==> config.mk <==
export PLATFORM = sky130hd
export DESIGN_NAME = audio_irq_aggregator
export DESIGN_NICKNAME = d
export VERILOG_FILES = /design/src/rtl/audio_irq_pkg.sv /design/src/rtl/audio_irq_regs.sv /design/src/rtl/audio_irq_status.sv /design/src/rtl/audio_irq_line.sv /design/src/rtl/audio_irq_aggregator.sv
export SDC_FILE = /design/constraint.sdc
export NUM_CORES = 1
export LEC_CHECK = 0
export ABC_AREA = 1
export BUFFER_PORTS_ARGS = -buffer_cell sky130_fd_sc_hd__buf_4
export CORE_MARGIN = 2
export CORE_UTILIZATION = 40
export CTS_CLUSTER_DIAMETER = 60
export CTS_CLUSTER_SIZE = 16
export DETAILED_ROUTE_END_ITERATION = 6
export GPL_ROUTABILITY_DRIVEN = 0
export HOLD_SLACK_MARGIN = 0.03
export PLACE_DENSITY = 0.92
export SYNTH_ARGS = -nofsm -noshare
export SYNTH_HDL_FRONTEND = slang
export SYNTH_SLANG_ARGS = --single-unit
==> constraint.sdc <==
create_clock -name clk -period 1.15 [get_ports clk]
set_input_delay 0.0575 -clock clk [delete_from_list [all_inputs] [get_ports clk]]
set_output_delay 0.0575 -clock clk [all_outputs]
set_load 0.1 [all_outputs]
==> src/rtl/audio_irq_pkg.sv <==
package audio_irq_pkg;

    localparam int CTL_SUM_BIT = 30;
    localparam int GLOBAL_BIT  = 31;

    typedef enum logic [1:0] {
        SEL_CTL  = 2'b00,
        SEL_WAKE = 2'b01,
        SEL_CHG  = 2'b10,
        SEL_NONE = 2'b11
    } wsel_t;

    typedef enum logic {
        LINE_IDLE   = 1'b0,
        LINE_ACTIVE = 1'b1
    } line_state_t;

endpackage

==> src/rtl/audio_irq_regs.sv <==
module audio_irq_regs
    import audio_irq_pkg::*;
#(
    parameter int NSTREAM = 8,
    parameter int NCODEC = 15,
    parameter logic [NCODEC-1:0] ATTACHED_MASK = 15'h0005
) (
    input  logic              clk,
    input  logic              rst,
    input  logic              wr_en,
    input  wsel_t             wr_sel,
    input  logic [31:0]       wr_data,
    input  logic [NCODEC-1:0] codec_evt,
    output logic [31:0]       int_ctl,
    output logic [NCODEC-1:0] wake_en,
    output logic [NCODEC-1:0] codec_chg
);

    localparam logic [31:0] STREAM_FIELD = (32'h1 << NSTREAM) - 32'h1;
    localparam logic [31:0] CTL_MASK =
        (32'h1 << GLOBAL_BIT) | (32'h1 << CTL_SUM_BIT) | STREAM_FIELD;

    logic [NCODEC-1:0] clr_bits;

    always_comb begin
        clr_bits = '0;
        if (wr_en && wr_sel == SEL_CHG) begin
            clr_bits = wr_data[NCODEC-1:0];
        end
    end

    always_ff @(posedge clk) begin
        if (rst) begin
            int_ctl   <= '0;
            wake_en   <= '0;
            codec_chg <= ATTACHED_MASK;
        end else begin
            if (wr_en && wr_sel == SEL_CTL) begin
                int_ctl <= wr_data & CTL_MASK;
            end
            if (wr_en && wr_sel == SEL_WAKE) begin
                wake_en <= wr_data[NCODEC-1:0];
            end
            codec_chg <= (codec_chg & ~clr_bits) | codec_evt;
        end
    end

    assert_ctl_mask_R5: assert property (@(posedge clk) disable iff (rst)
        (int_ctl & ~CTL_MASK) == 32'h0);

    // A cleared bit stays clear unless an event arrived in the same cycle.
    assert_w1c_R6: assert property (@(posedge clk) disable iff (rst)
        (wr_en && wr_sel == SEL_CHG) |=>
        ((codec_chg & $past(wr_data[NCODEC-1:0] & ~codec_evt)) == '0));

    assert_none_sel_R8: assert property (@(posedge clk) disable iff (rst)
        (wr_en && wr_sel == SEL_NONE && codec_evt == '0) |=>
        ($stable(int_ctl) && $stable(wake_en) && $stable(codec_chg)));

endmodule

==> src/rtl/audio_irq_status.sv <==
module audio_irq_status
    import audio_irq_pkg::*;
#(
    parameter int NSTREAM = 8,
    parameter int NCODEC = 15
) (
    input  logic               rsp_irq,
    input  logic               rsp_ovr,
    input  logic [NCODEC-1:0]  codec_chg,
    input  logic [NCODEC-1:0]  wake_en,
    input  logic [NSTREAM-1:0] stream_done,
    input  logic [31:0]        int_ctl,
    output logic [31:0]        int_sts
);

    logic [CTL_SUM_BIT-1:0] stream_field;
    logic                   ctl_summary;

    for (genvar i = 0; i < CTL_SUM_BIT; i++) begin : g_stream_bit
        if (i < NSTREAM) begin : g_live
            assign stream_field[i] = stream_done[i];
        end else begin : g_zero
            assign stream_field[i] = 1'b0;
        end
    end

    assign ctl_summary = rsp_irq | rsp_ovr | (|(codec_chg & wake_en));

    always_comb begin
        int_sts = {1'b0, ctl_summary, stream_field};
        int_sts[GLOBAL_BIT] = |(int_sts[30:0] & int_ctl[30:0]);
    end

    always_comb begin
        if (rsp_irq || rsp_ovr) begin
            assert_ring_sum_R1: assert (int_sts[CTL_SUM_BIT]);
        end
        if ((stream_done & int_ctl[NSTREAM-1:0]) != '0) begin
            assert_stream_global_R3: assert (int_sts[GLOBAL_BIT]);
        end
    end

endmodule

==> src/rtl/audio_irq_line.sv <==
module audio_irq_line
    import audio_irq_pkg::*;
(
    input  logic clk,
    input  logic rst,
    input  logic summary,
    input  logic global_en,
    output logic irq
);

    line_state_t state_q, state_d;

    always_comb begin
        state_d = state_q;
        unique case (state_q)
            LINE_IDLE:   if (summary && global_en)    state_d = LINE_ACTIVE; // RAISE
            LINE_ACTIVE: if (!(summary && global_en)) state_d = LINE_IDLE;   // DROP
            default:     state_d = LINE_IDLE;
        endcase
    end

    always_ff @(posedge clk) begin
        if (rst) state_q <= LINE_IDLE;
        else     state_q <= state_d;
    end

    always_comb begin
        irq = (state_q == LINE_ACTIVE);
    end

    assert_line_rise_R4: assert property (@(posedge clk) disable iff (rst)
        (summary && global_en) |=> irq);

    assert_line_fall_R10: assert property (@(posedge clk) disable iff (rst)
        !(summary && global_en) |=> !irq);

endmodule

==> src/rtl/audio_irq_aggregator.sv <==
module audio_irq_aggregator
    import audio_irq_pkg::*;
#(
    parameter int NSTREAM = 8,
    parameter int NCODEC = 15,
    parameter logic [NCODEC-1:0] ATTACHED_MASK = 15'h0005
) (
    input  logic               clk,
    input  logic               rst,
    input  logic               rsp_irq_i,
    input  logic               rsp_ovr_i,
    input  logic [NSTREAM-1:0] stream_done_i,
    input  logic [NCODEC-1:0]  codec_evt_i,
    input  logic               wr_en_i,
    input  logic [1:0]         wr_sel_i,
    input  logic [31:0]        wr_data_i,
    output logic [31:0]        int_ctl_o,
    output logic [NCODEC-1:0]  wake_en_o,
    output logic [NCODEC-1:0]  codec_chg_o,
    output logic [31:0]        int_sts_o,
    output logic               irq_o
);

    wsel_t       sel;
    logic [31:0] ctl_w;
    logic [31:0] sts_w;

    assign sel = wsel_t'(wr_sel_i);

    audio_irq_regs #(
        .NSTREAM(NSTREAM), .NCODEC(NCODEC), .ATTACHED_MASK(ATTACHED_MASK)
    ) u_regs (
        .clk(clk), .rst(rst),
        .wr_en(wr_en_i), .wr_sel(sel), .wr_data(wr_data_i),
        .codec_evt(codec_evt_i),
        .int_ctl(ctl_w), .wake_en(wake_en_o), .codec_chg(codec_chg_o)
    );

    audio_irq_status #(.NSTREAM(NSTREAM), .NCODEC(NCODEC)) u_status (
        .rsp_irq(rsp_irq_i), .rsp_ovr(rsp_ovr_i),
        .codec_chg(codec_chg_o), .wake_en(wake_en_o),
        .stream_done(stream_done_i), .int_ctl(ctl_w),
        .int_sts(sts_w)
    );

    audio_irq_line u_line (
        .clk(clk), .rst(rst),
        .summary(sts_w[GLOBAL_BIT]), .global_en(ctl_w[GLOBAL_BIT]),
        .irq(irq_o)
    );

    assign int_ctl_o = ctl_w;
    assign int_sts_o = sts_w;

    assert_reset_line_R7: assert property (@(posedge clk)
        rst |=> !irq_o);

endmodule

Word level (Yosys, flattened, before mapping)
Index checks and enable logic that the tools add are counted.
{ "totals": {"ff_bits": 41, "latchBits": 0, "mem_bits_rw": 0, "rom_bits": 0, "inputBits": 62, "wordCells": 22, "memories": 0} }
{ "op_classes": {"n_addsub": 0, "mul": 0, "div_mod_pow": 0, "order_cmp": 0, "eq_ne": 2, "shift": 0, "mux": 2, "bitwise_logic": 7, "reduce_logical": 7} }
{ "op_table": {"columns": ["cell", "n"], "rows": [
  ["$and A31 B31 Y31", 1],
  ["$reduce_or A31 Y1", 1],
  ["$and A15 B15 Y15", 2],
  ["$mux W15", 1],
  ["$not A15 Y15", 1],
  ["$or A15 B15 Y15", 1],
  ["$reduce_or A15 Y1", 1],
  ["$logic_and A1 B1 Y1", 4],
  ["$eq A2 B1 Y1 const B", 1],
  ["$eq A2 B2 Y1 const B", 1],
  ["$logic_not A2 Y1", 1],
  ["$or A1 B1 Y1", 2],
  ["$mux W1", 1]
]} }

Depth between registers and ports, before layout
Gate-level depths: netlist of run 1.
{ "logic_depth": {"depth_word": 7, "mapped_depth": 7, "ltp_nobuf": 6} }

By module
From an unflattened synthesis of run 1, not the netlist that was laid out.
{ "hier_totals": {"cells_unflattened": 298, "hier_area_um2": 2150.8} }
{ "modules_own_cells": {"columns": ["mod", "instances", "cells_each", "area_per_inst_um2", "seq_area_each_um2"], "rows": [
  ["audio_irq_regs", 1, 219, 1707.9, 800.8],
  ["audio_irq_status", 1, 76, 412.9, 0.0],
  ["audio_irq_line", 1, 3, 30.0, 20.0]
]} }

Worst setup path after synthesis of run 1
No wires, ideal clock.
{ "synth_timing": {"path_kind": "register to output", "from": "reg u_regs.codec_chg[5]", "to": "out int_sts_o[31]", "arrival_ns": 1.728, "t_required_ns": 1.092, "slack_ns": -0.636, "path_stages_with_launch": 8, "n_path_buf": 1, "path_cell_list": "dfxtp_1 -> nand2_1 -> nand2_1 -> nor2_1 -> nand2_1 -> o21ai_0 -> nand2_1 -> buf_4"} }
{ "synth_between": {"elab_chain_cells": 5} }
{ "synth_lines": {"columns": ["item", "line_no", "rtl"], "rows": [
  ["from (decl)", "audio_irq_regs.sv:16", "output logic [NCODEC-1:0] codec_chg"],
  ["from (signal assigned)", "audio_irq_regs.sv:44", "codec_chg <= (codec_chg & ~clr_bits) | codec_evt;"],
  ["$and A15 B15 Y15", "audio_irq_status.sv:27", "assign ctl_summary = rsp_irq | rsp_ovr | (|(codec_chg & wake_en));"],
  ["$reduce_or A15 Y1", "audio_irq_status.sv:27", null],
  ["$or A1 B1 Y1", "audio_irq_status.sv:27", null],
  ["$and A31 B31 Y31", "audio_irq_status.sv:31", "int_sts[GLOBAL_BIT] = |(int_sts[30:0] & int_ctl[30:0]);"],
  ["$reduce_or A31 Y1", "audio_irq_status.sv:31", null],
  ["to (decl)", "audio_irq_aggregator.sv:20", "output logic [31:0] int_sts_o,"]
]} }
Every way passes these cells.

Worst setup path in the final report of run 1
{ "layout_timing": {"from": "reg u_regs.codec_chg[0]", "to": "out int_sts_o[31]"} }
Same word-level chain as after synthesis.

==> results.yml, run 1 <==
drt:
  drc: 0
  highest-signal-layer: "met4"
  wl_met3_um: 449
  wl_met1_mm: 2.21
  routed-wl-met2_mm: 3.31
  viasPerCell: 4.44
  post_drt_wl_per_cell_um: 12.6
  drt_iter0_drc: 74
  firstDrtPassIters: 4
  vias: 2156
  ant_nets: 0
  wirelength_mm: 6.12
global_route:
  grtUsageTotal_pct: 21.1
  grt_antenna_before_repair: 0
  gr-total-overflow: 0
  grt_pass1_vias: 2053
  grt_max_degree: 31
  grt_first_pass_wirelength_mm: 9.00
cells_and_area:
  drive_gt1_share_pct: 47.8
  area_growth_pct: 65.6
  fin_nets: 477
  insertedDiodeCount: 0
  final_common_cell: "buf_4"
  layout_common_cells: "buf_4 (128), conb_1 (44), a21oi_1 (37), dfxtp_4 (36), inv_1 (30)"
synth:
  syn_avg_cell_area_um2: 7.52
  synth_area_um2: 2050
  synth_cells: 272
  yosysWarnings: 0
  synth_area_leader_cell: "dfxtp_1"
  ys_seq_area_share_pct: 40.1
  synthTopCellsByArea: "dfxtp_1 (40%), buf_4 (21%), a21oi_1 (9.1%)"
  synth_cell_types: 17
  synthDominantCellAreaShare_pct: 40.1
  ys_seq_elements: 41
place:
  port_buffers: 97
  pre_cts_ws_ns: -0.115
  hpwl_mm: 4.28
setup_path:
  path_buf_inv: 1
  critPathKind: "flop to primary output"
  worst-r2r-setup-slack_ns: 0.11
  cp-start-kind: "flop"
  required_ns: 1.09
  cp_common_cell: "nand2_2"
  cp_top_family: "simple AND/OR/NAND/NOR gates"
  arrival_ns: 1.40
  cpPeakStageDelay_ns: 0.36
  crit_chain: "nand2_2 > nand2_2 > nor2_4 > nand2_1 > o21ai_2 > nand2_2 > buf_12"
  endpoint_kind: "primary output"
  crit_path_top_delay_cell: "dfxtp_4"
  crit_fanout: 2
timing:
  max_freq_ghz: 0.684
  hold-worst-slack_ns: 0.0420
  final_max_slew_viol_count: 0
  finClkSkew_ns: 0.00406
  rsz0062_at_grt: "yes"
  period_needed_ns: 1.46
  setup_slack_ns: -0.311
  finalCritPeriodShare_pct: 127
  finalSetupViolations: 2
  finalHoldViolations: 0
  fin_tns_setup_ns: -0.597
power:
  power_w: 0.00458
  irDropWorstVdd_v: 0.000679
  leakagePower_nw: 1.74
  power_density_nw_per_um2: 1350
die:
  core_area_um2: 5010
  start_util_pct: 40.8
  die_area_um2: 5700
  die_x_um: 75.5
  die_h_um: 75.5
  rows: 26
  ios: 157
clocking:
  clock-sinks: 41
  tritoncts: "yes"
  cts_buffers: 5
  clock-root-buffer: "clkbuf_8"
  clk_latency_ns: 0.29
  htreeDepth: 2
  cts.clk_slew.worst_paths_ns: 0.08
  clockBufferDepth: 2
run_status:
  violations: "negative setup slack"
  status: "finished, violations left"
hold_path:
  hold_class: "input pin to flop"
job:
  cap_violations: 0
[cell usage after synthesis (all sizes together)]
cell and count:
dfxtp 41, buf 63, a21oi 37, nand4 3
conb 1, nand3 1, clkbuf 1, nand2 39
inv 31, o21ai 41, nor2 14
[cell type report]
class	count	area (µm²)
inverter	31	116
multi-input combinational	179	850
clock buffer	6	72.6
clock inverter	2	10.0
tap	70	87.6
fill	410	1620
sequential	41	960
timing repair buffer	157	1290
[final timing paths]
kind                                     startpoint                end  cells past startpoint
worst max-delay path            u_regs.codec_chg[0]      int_sts_o[31]                      7
worst min-delay path                   wr_data_i[0]  u_regs.int_ctl[0]                      3
worst max register to register  u_regs.codec_chg[0]         u_line.irq                      6
worst min register to register   u_regs.int_ctl[31]         u_line.irq                      2
[power breakdown]
| group | internal [W] | switching, W |
|---|---|---|
| Combinational | 0.000481 | 0.00168 |
| Clock | 0.000421 | 0.000491 |
| Sequential | 0.00147 | 0.0000474 |
[stage by stage]
step	std cells	util, %	cell area (µm²)
3_5_place_dp	453	59.3	2970
4_1_cts	486	66.7	3340
6_report	486	67.6	3390
3_3_place_gp	453	59.3	2970
2_1_floorplan	315	-	2350
5_1_grt	486	67.6	3390
[state kept, by name, summed over array words and instances, names as in the netlist]
signal / count
u_regs.wake_en: 15
u_regs.int_ctl: 10
u_line.irq: 1
u_regs.codec_chg: 15
[kinds of logic (layout without fill, tap and decap cells)]
group	after synthesis	count (layout)	share of synthesized area, %
buf+inv	95	196	29.0
compound gates	78	78	19.1
simple gates	57	57	11.6
flops	41	41	40.1
other cells	1	44	0.183
[repair_timing]
action / in CTS / in global routing
resized for setup: 12 / 14
hold buffers: 24 / 0
endpoints found under the hold margin: 24 / 0
setup endpoints to repair: 2 / 3
setup buffers: 1 / 1
pin swaps: 6 / 12
[per-layer routing]
metal | vias up | global-route usage (%)
met4 | 0 | 8.38
met5 | - | 0
li1 | 1058 | -
met2 | 122 | 40.8
met1 | 960 | 21.8
met3 | 16 | 4.76
[worst min-delay path, delay by kind of cell]
family	cells	cell delay, ns
buf+inv	2	0.13
compound gates	1	0.11
Power figures use the tool's default switching activity.
==> run 2, diff against run 1 <==
--- a/constraint.sdc
+++ b/constraint.sdc
@@ -3,2 +3,2 @@
 set_output_delay 0.0575 -clock clk [all_outputs]
-set_load 0.1 [all_outputs]
+set_load 0.02 [all_outputs]
==> run 2 against run 1 <==
The flow still finishes with violations (negative setup slack). Sequential power is 3% higher. Non-clock buffer count is 3 lower. Combinational power is 54% lower. Critical path type unchanged. Critical endpoint unchanged. Largest cell class unchanged.
==> results.yml, run 2 (synthesis gave the netlist of run 1 again) <==
timing:
  finalCritPeriodShare_pct: 123
  rsz0062_at_grt: "yes"
  finalHoldViolations: 0
  fin_tns_setup_ns: -0.432
  finClkSkew_ns: 0.00616
  setup_slack_ns: -0.264
  finalSetupViolations: 2
  max_freq_ghz: 0.707
  period_needed_ns: 1.41
  final_max_slew_viol_count: 0
clocking:
  cts.clk_slew.worst_paths_ns: 0.07
  clockBufferDepth: 2
  clock-root-buffer: "clkbuf_8"
  htreeDepth: 2
  tritoncts: "yes"
  clk_latency_ns: 0.29
  cts_buffers: 5
  clock-sinks: 41
power:
  irDropWorstVdd_v: 0.000734
  leakagePower_nw: 1.70
  power_density_nw_per_um2: 1160
setup_path:
  cp-start-kind: "flop"
  crit_fanout: 2
  arrival_ns: 1.36
  required_ns: 1.09
  critPathKind: "flop to primary output"
  r2r_start: "u_regs.wake_en[11]"
  cp-startpoint: "u_regs.wake_en[11]"
  endpoint_kind: "primary output"
die:
  die_area_um2: 5700
  die_h_um: 75.5
  rows: 26
  ios: 157
  core_area_um2: 5010
  die_x_um: 75.5
  start_util_pct: 40.8
cells_and_area:
  insertedDiodeCount: 0
  layoutNonFillerInstCount: 483
  drive_gt1_share_pct: 38.5
  reg_top3: "u_regs.codec_chg x15, u_regs.wake_en x15, u_regs.int_ctl x10"
  area_growth_pct: 57.2
  final_common_cell: "buf_4"
  layout_common_cells: "buf_4 (129), conb_1 (44), a21oi_1 (37), nand2_1 (36), dfxtp_1 (34)"
  fin_nets: 474
run_status:
  violations: "negative setup slack"
  status: "finished, violations left"
global_route:
  gr-total-overflow: 0
  grt_first_pass_wirelength_mm: 8.55
  grt_max_degree: 31
  grt_pass1_vias: 1951
  grtUsageTotal_pct: 20.0
  grt_antenna_before_repair: 0
drt:
  viasPerCell: 4.47
  drc: 0
  wirelength_mm: 5.83
  firstDrtPassIters: 4
  drt_iter0_drc: 61
  ant_nets: 0
  post_drt_wl_per_cell_um: 12.1
  vias: 2159
hold_path:
  hold_class: "input pin to flop"
  min-delay-start: "wr_data_i[8]"
job:
  cap_violations: 0
place:
  port_buffers: 97
  dp_cells: 454
  pre_cts_ws_ns: -0.134
  hpwl_mm: 4.11
## run 2: worst max-delay path, stage by stage, from the launching register on
cell and delay, ns:
dfxtp_1 0.32, nand2_1 0.06, nand2_1 0.06, nor2_2 0.15
nand2_1 0.09, o21ai_2 0.17, nand2_1 0.08, buf_6 0.13
## run 2: worst paths after layout
path	end	slack, ns	cells past startpoint
max	int_sts_o[31]	-0.26	7
min	u_regs.wake_en[8]	0.03	3
max reg2reg	u_line.irq	0.12	6
min reg2reg	u_line.irq	0.46	2
## run 2: final cells by class
| class | instances | area [µm²] |
|---|---|---|
| Multi-Input combinational cell | 179 | 825 |
| Tap cell | 70 | 87.6 |
| Inverter | 31 | 116 |
| Timing Repair Buffer | 154 | 1240 |
| Clock buffer | 7 | 86.3 |
| Clock inverter | 1 | 30.0 |
| Fill cell | 411 | 1790 |
| Sequential cell | 41 | 830 |
## run 2: per-stage QoR
stage	hold WS (ns)	utilization [%]	instance area (µm²)	total power, W
global placement	0.248	56.7	2840	0.00245
CTS	0.0325	63.7	3190	0.00372
floorplan	0.156	-	2210	0.00217
global route	0.0315	64.2	3220	0.00390
finish	0.0271	64.2	3220	0.00373
detailed placement	0.249	56.7	2840	0.00247
## run 2: power breakdown
part,total (W),switching [W],internal (W)
sequential,0.00155,0.0000447,0.00150
combinational,0.000985,0.000541,0.000444
clock,0.00119,0.000486,0.000708
total,0.00373,0.00107,0.00265
## run 2: layer usage
metal,global-route usage [%],part of all wire [%],vias to the layer above,wire length (µm)
li1,-,-,1051,-
met1,20.7,38,992,2200
met2,38.9,53,102,3090
met3,5.69,7.1,14,414
met4,5.46,2.0,0,119
met5,0,0,-,0
## run 2: timing repair
item | CTS | global route
setup endpoints to repair | 3 | 2
hold buffers | 21 | 0
hold endpoints to repair | 21 | 0
gates resized for setup | 11 | 9
pin swaps | 8 | 6
buffers inserted | 2 | 0
==> run 3, diff against run 2 <==
Settings changed: PLACE_DENSITY 0.92 to 0.81.
==> run 3 against run 2 <==
The run still ends with negative setup slack left. Setup slack improved by 0.036 ns. Die area unchanged. Maximum frequency increased by 2.6%. Largest cell class unchanged. Highest routed layer unchanged.
==> results.yml, run 3 (synthesis gave the netlist of run 1 again) <==
cells_and_area:
  reg_top3: "u_regs.codec_chg x15, u_regs.wake_en x15, u_regs.int_ctl x10"
  fin_nets: 476
  area_growth_pct: 57.5
  drive_gt1_share_pct: 40.1
  final_common_cell: "buf_4"
  layout_common_cells: "buf_4 (132), conb_1 (44), a21oi_1 (37), nand2_1 (34), dfxtp_1 (33)"
  layoutNonFillerInstCount: 484
  insertedDiodeCount: 0
  postLayoutCellArea_um2: 3220
  n_fill_cell: 442
timing:
  rsz0062_at_grt: "yes"
  period_needed_ns: 1.38
  finalHoldViolations: 0
  setup_slack_ns: -0.228
  finClkSkew_ns: 0.00733
  max_freq_ghz: 0.726
  finalSetupViolations: 2
  finalCritPeriodShare_pct: 120
  hold-worst-slack_ns: 0.0395
  final_max_slew_viol_count: 0
clocking:
  clockBufferDepth: 2
  clk_latency_ns: 0.28
  clock-root-buffer: "clkbuf_8"
  htreeDepth: 2
  tritoncts: "yes"
  cts.clk_slew.worst_paths_ns: 0.07
  cts_buffers: 5
  clock-sinks: 41
power:
  irDropWorstVdd_v: 0.000846
  leakagePower_nw: 1.71
  power_density_nw_per_um2: 1130
setup_path:
  endpoint_kind: "primary output"
  reg2reg_depth: 6
  worst-r2r-setup-slack_ns: 0.13
  required_ns: 1.09
  crit_fanout: 2
  critPathKind: "flop to primary output"
  arrival_ns: 1.32
  cp-start-kind: "flop"
global_route:
  grt_max_degree: 31
  grt_antenna_before_repair: 0
  grtUsageTotal_pct: 19.1
  grt_pass1_vias: 1930
  gr-total-overflow: 0
  grt_first_pass_wirelength_mm: 8.30
hold_path:
  hold_class: "input pin to flop"
  min_path_cells: 3
place:
  placed_area_um2: 2870
  port_buffers: 97
  hpwl_mm: 4.18
  dp_cells: 456
  pre_cts_ws_ns: -0.0874
die:
  rows: 26
  start_util_pct: 40.8
  core_area_um2: 5010
  die_area_um2: 5700
  die_h_um: 75.5
  die_x_um: 75.5
  ios: 157
run_status:
  violations: "negative setup slack"
  status: "finished, violations left"
drt:
  ant_nets: 0
  wirelength_mm: 5.58
  drt_iter0_drc: 74
  post_drt_wl_per_cell_um: 11.5
  drc: 0
  vias: 2130
  firstDrtPassIters: 4
  viasPerCell: 4.40
job:
  cap_violations: 0
## run 3: cell count changes in the layout (fill, tap and decap cells not counted), sizes merged
cell         delta
buf             +4
clkbuf          -2
clkinv          +1
dlygate4sd3     -2
## run 3: per-stage QoR
stage	power (W)	util, %	setup TNS [ns]
after CTS	0.00365	64.0	-0.398
after floorplan	0.00217	-	0
after detailed placement	0.00248	57.3	-0.0999
final	0.00363	64.3	-0.374
after global placement	0.00246	57.3	-0.193
after global routing	0.00383	64.3	-0.524
## run 3: worst paths after layout
kind | end | start
setup / recovery | int_sts_o[31] | u_regs.wake_en[2]
setup reg to reg | u_line.irq | u_regs.wake_en[2]
hold reg to reg | u_line.irq | u_regs.int_ctl[31]
hold / removal | u_regs.codec_chg[3] | codec_evt_i[3]
## run 3: what timing repair did
action                                  4_1_cts  5_1_grt
pin swaps                                     9        5
endpoints found under the setup margin        3        2
hold endpoints to repair                     18        1
setup buffers                                 2        0
hold buffers                                 18        1
resized for setup                            17        4
## run 3: layer usage
| metal | wire, µm | up-vias | global-route usage [%] | part of all wire (%) |
|---|---|---|---|---|
| met5 | 0 | - | 0 | 0 |
| met4 | 84 | 0 | 4.68 | 1.5 |
| met3 | 401 | 10 | 4.63 | 7.2 |
| met2 | 2910 | 101 | 36.1 | 52 |
| met1 | 2180 | 967 | 21.3 | 39 |
| li1 | - | 1052 | - | - |
## run 3: cell type report
cell class                 count  area (µm²)  area share [%]
sequential                    41         831            25.8
clock inverter                 2        35.0            1.09
inverter                      31         116            3.61
tap                           70        87.6            2.72
clock buffer                   5        68.8            2.14
timing repair buffer         156        1260            39.2
multi-input combinational    179         820            25.4
## run 3: report_power, final
group	total, W	internal, W	switching (W)
Clock	0.00110	0.000631	0.000467
Sequential	0.00155	0.00150	0.0000469
Combinational	0.000981	0.000450	0.000530
Total	0.00363	0.00258	0.00104
## run 3: worst max-delay path, stage by stage (launching register included)
cell and delay, ns:
dfxtp_2 0.33, nand2_2 0.07, nand2_2 0.06, nor2_2 0.12, nand2_1 0.07, o21ai_2 0.18, nand2_1 0.09, buf_6 0.13
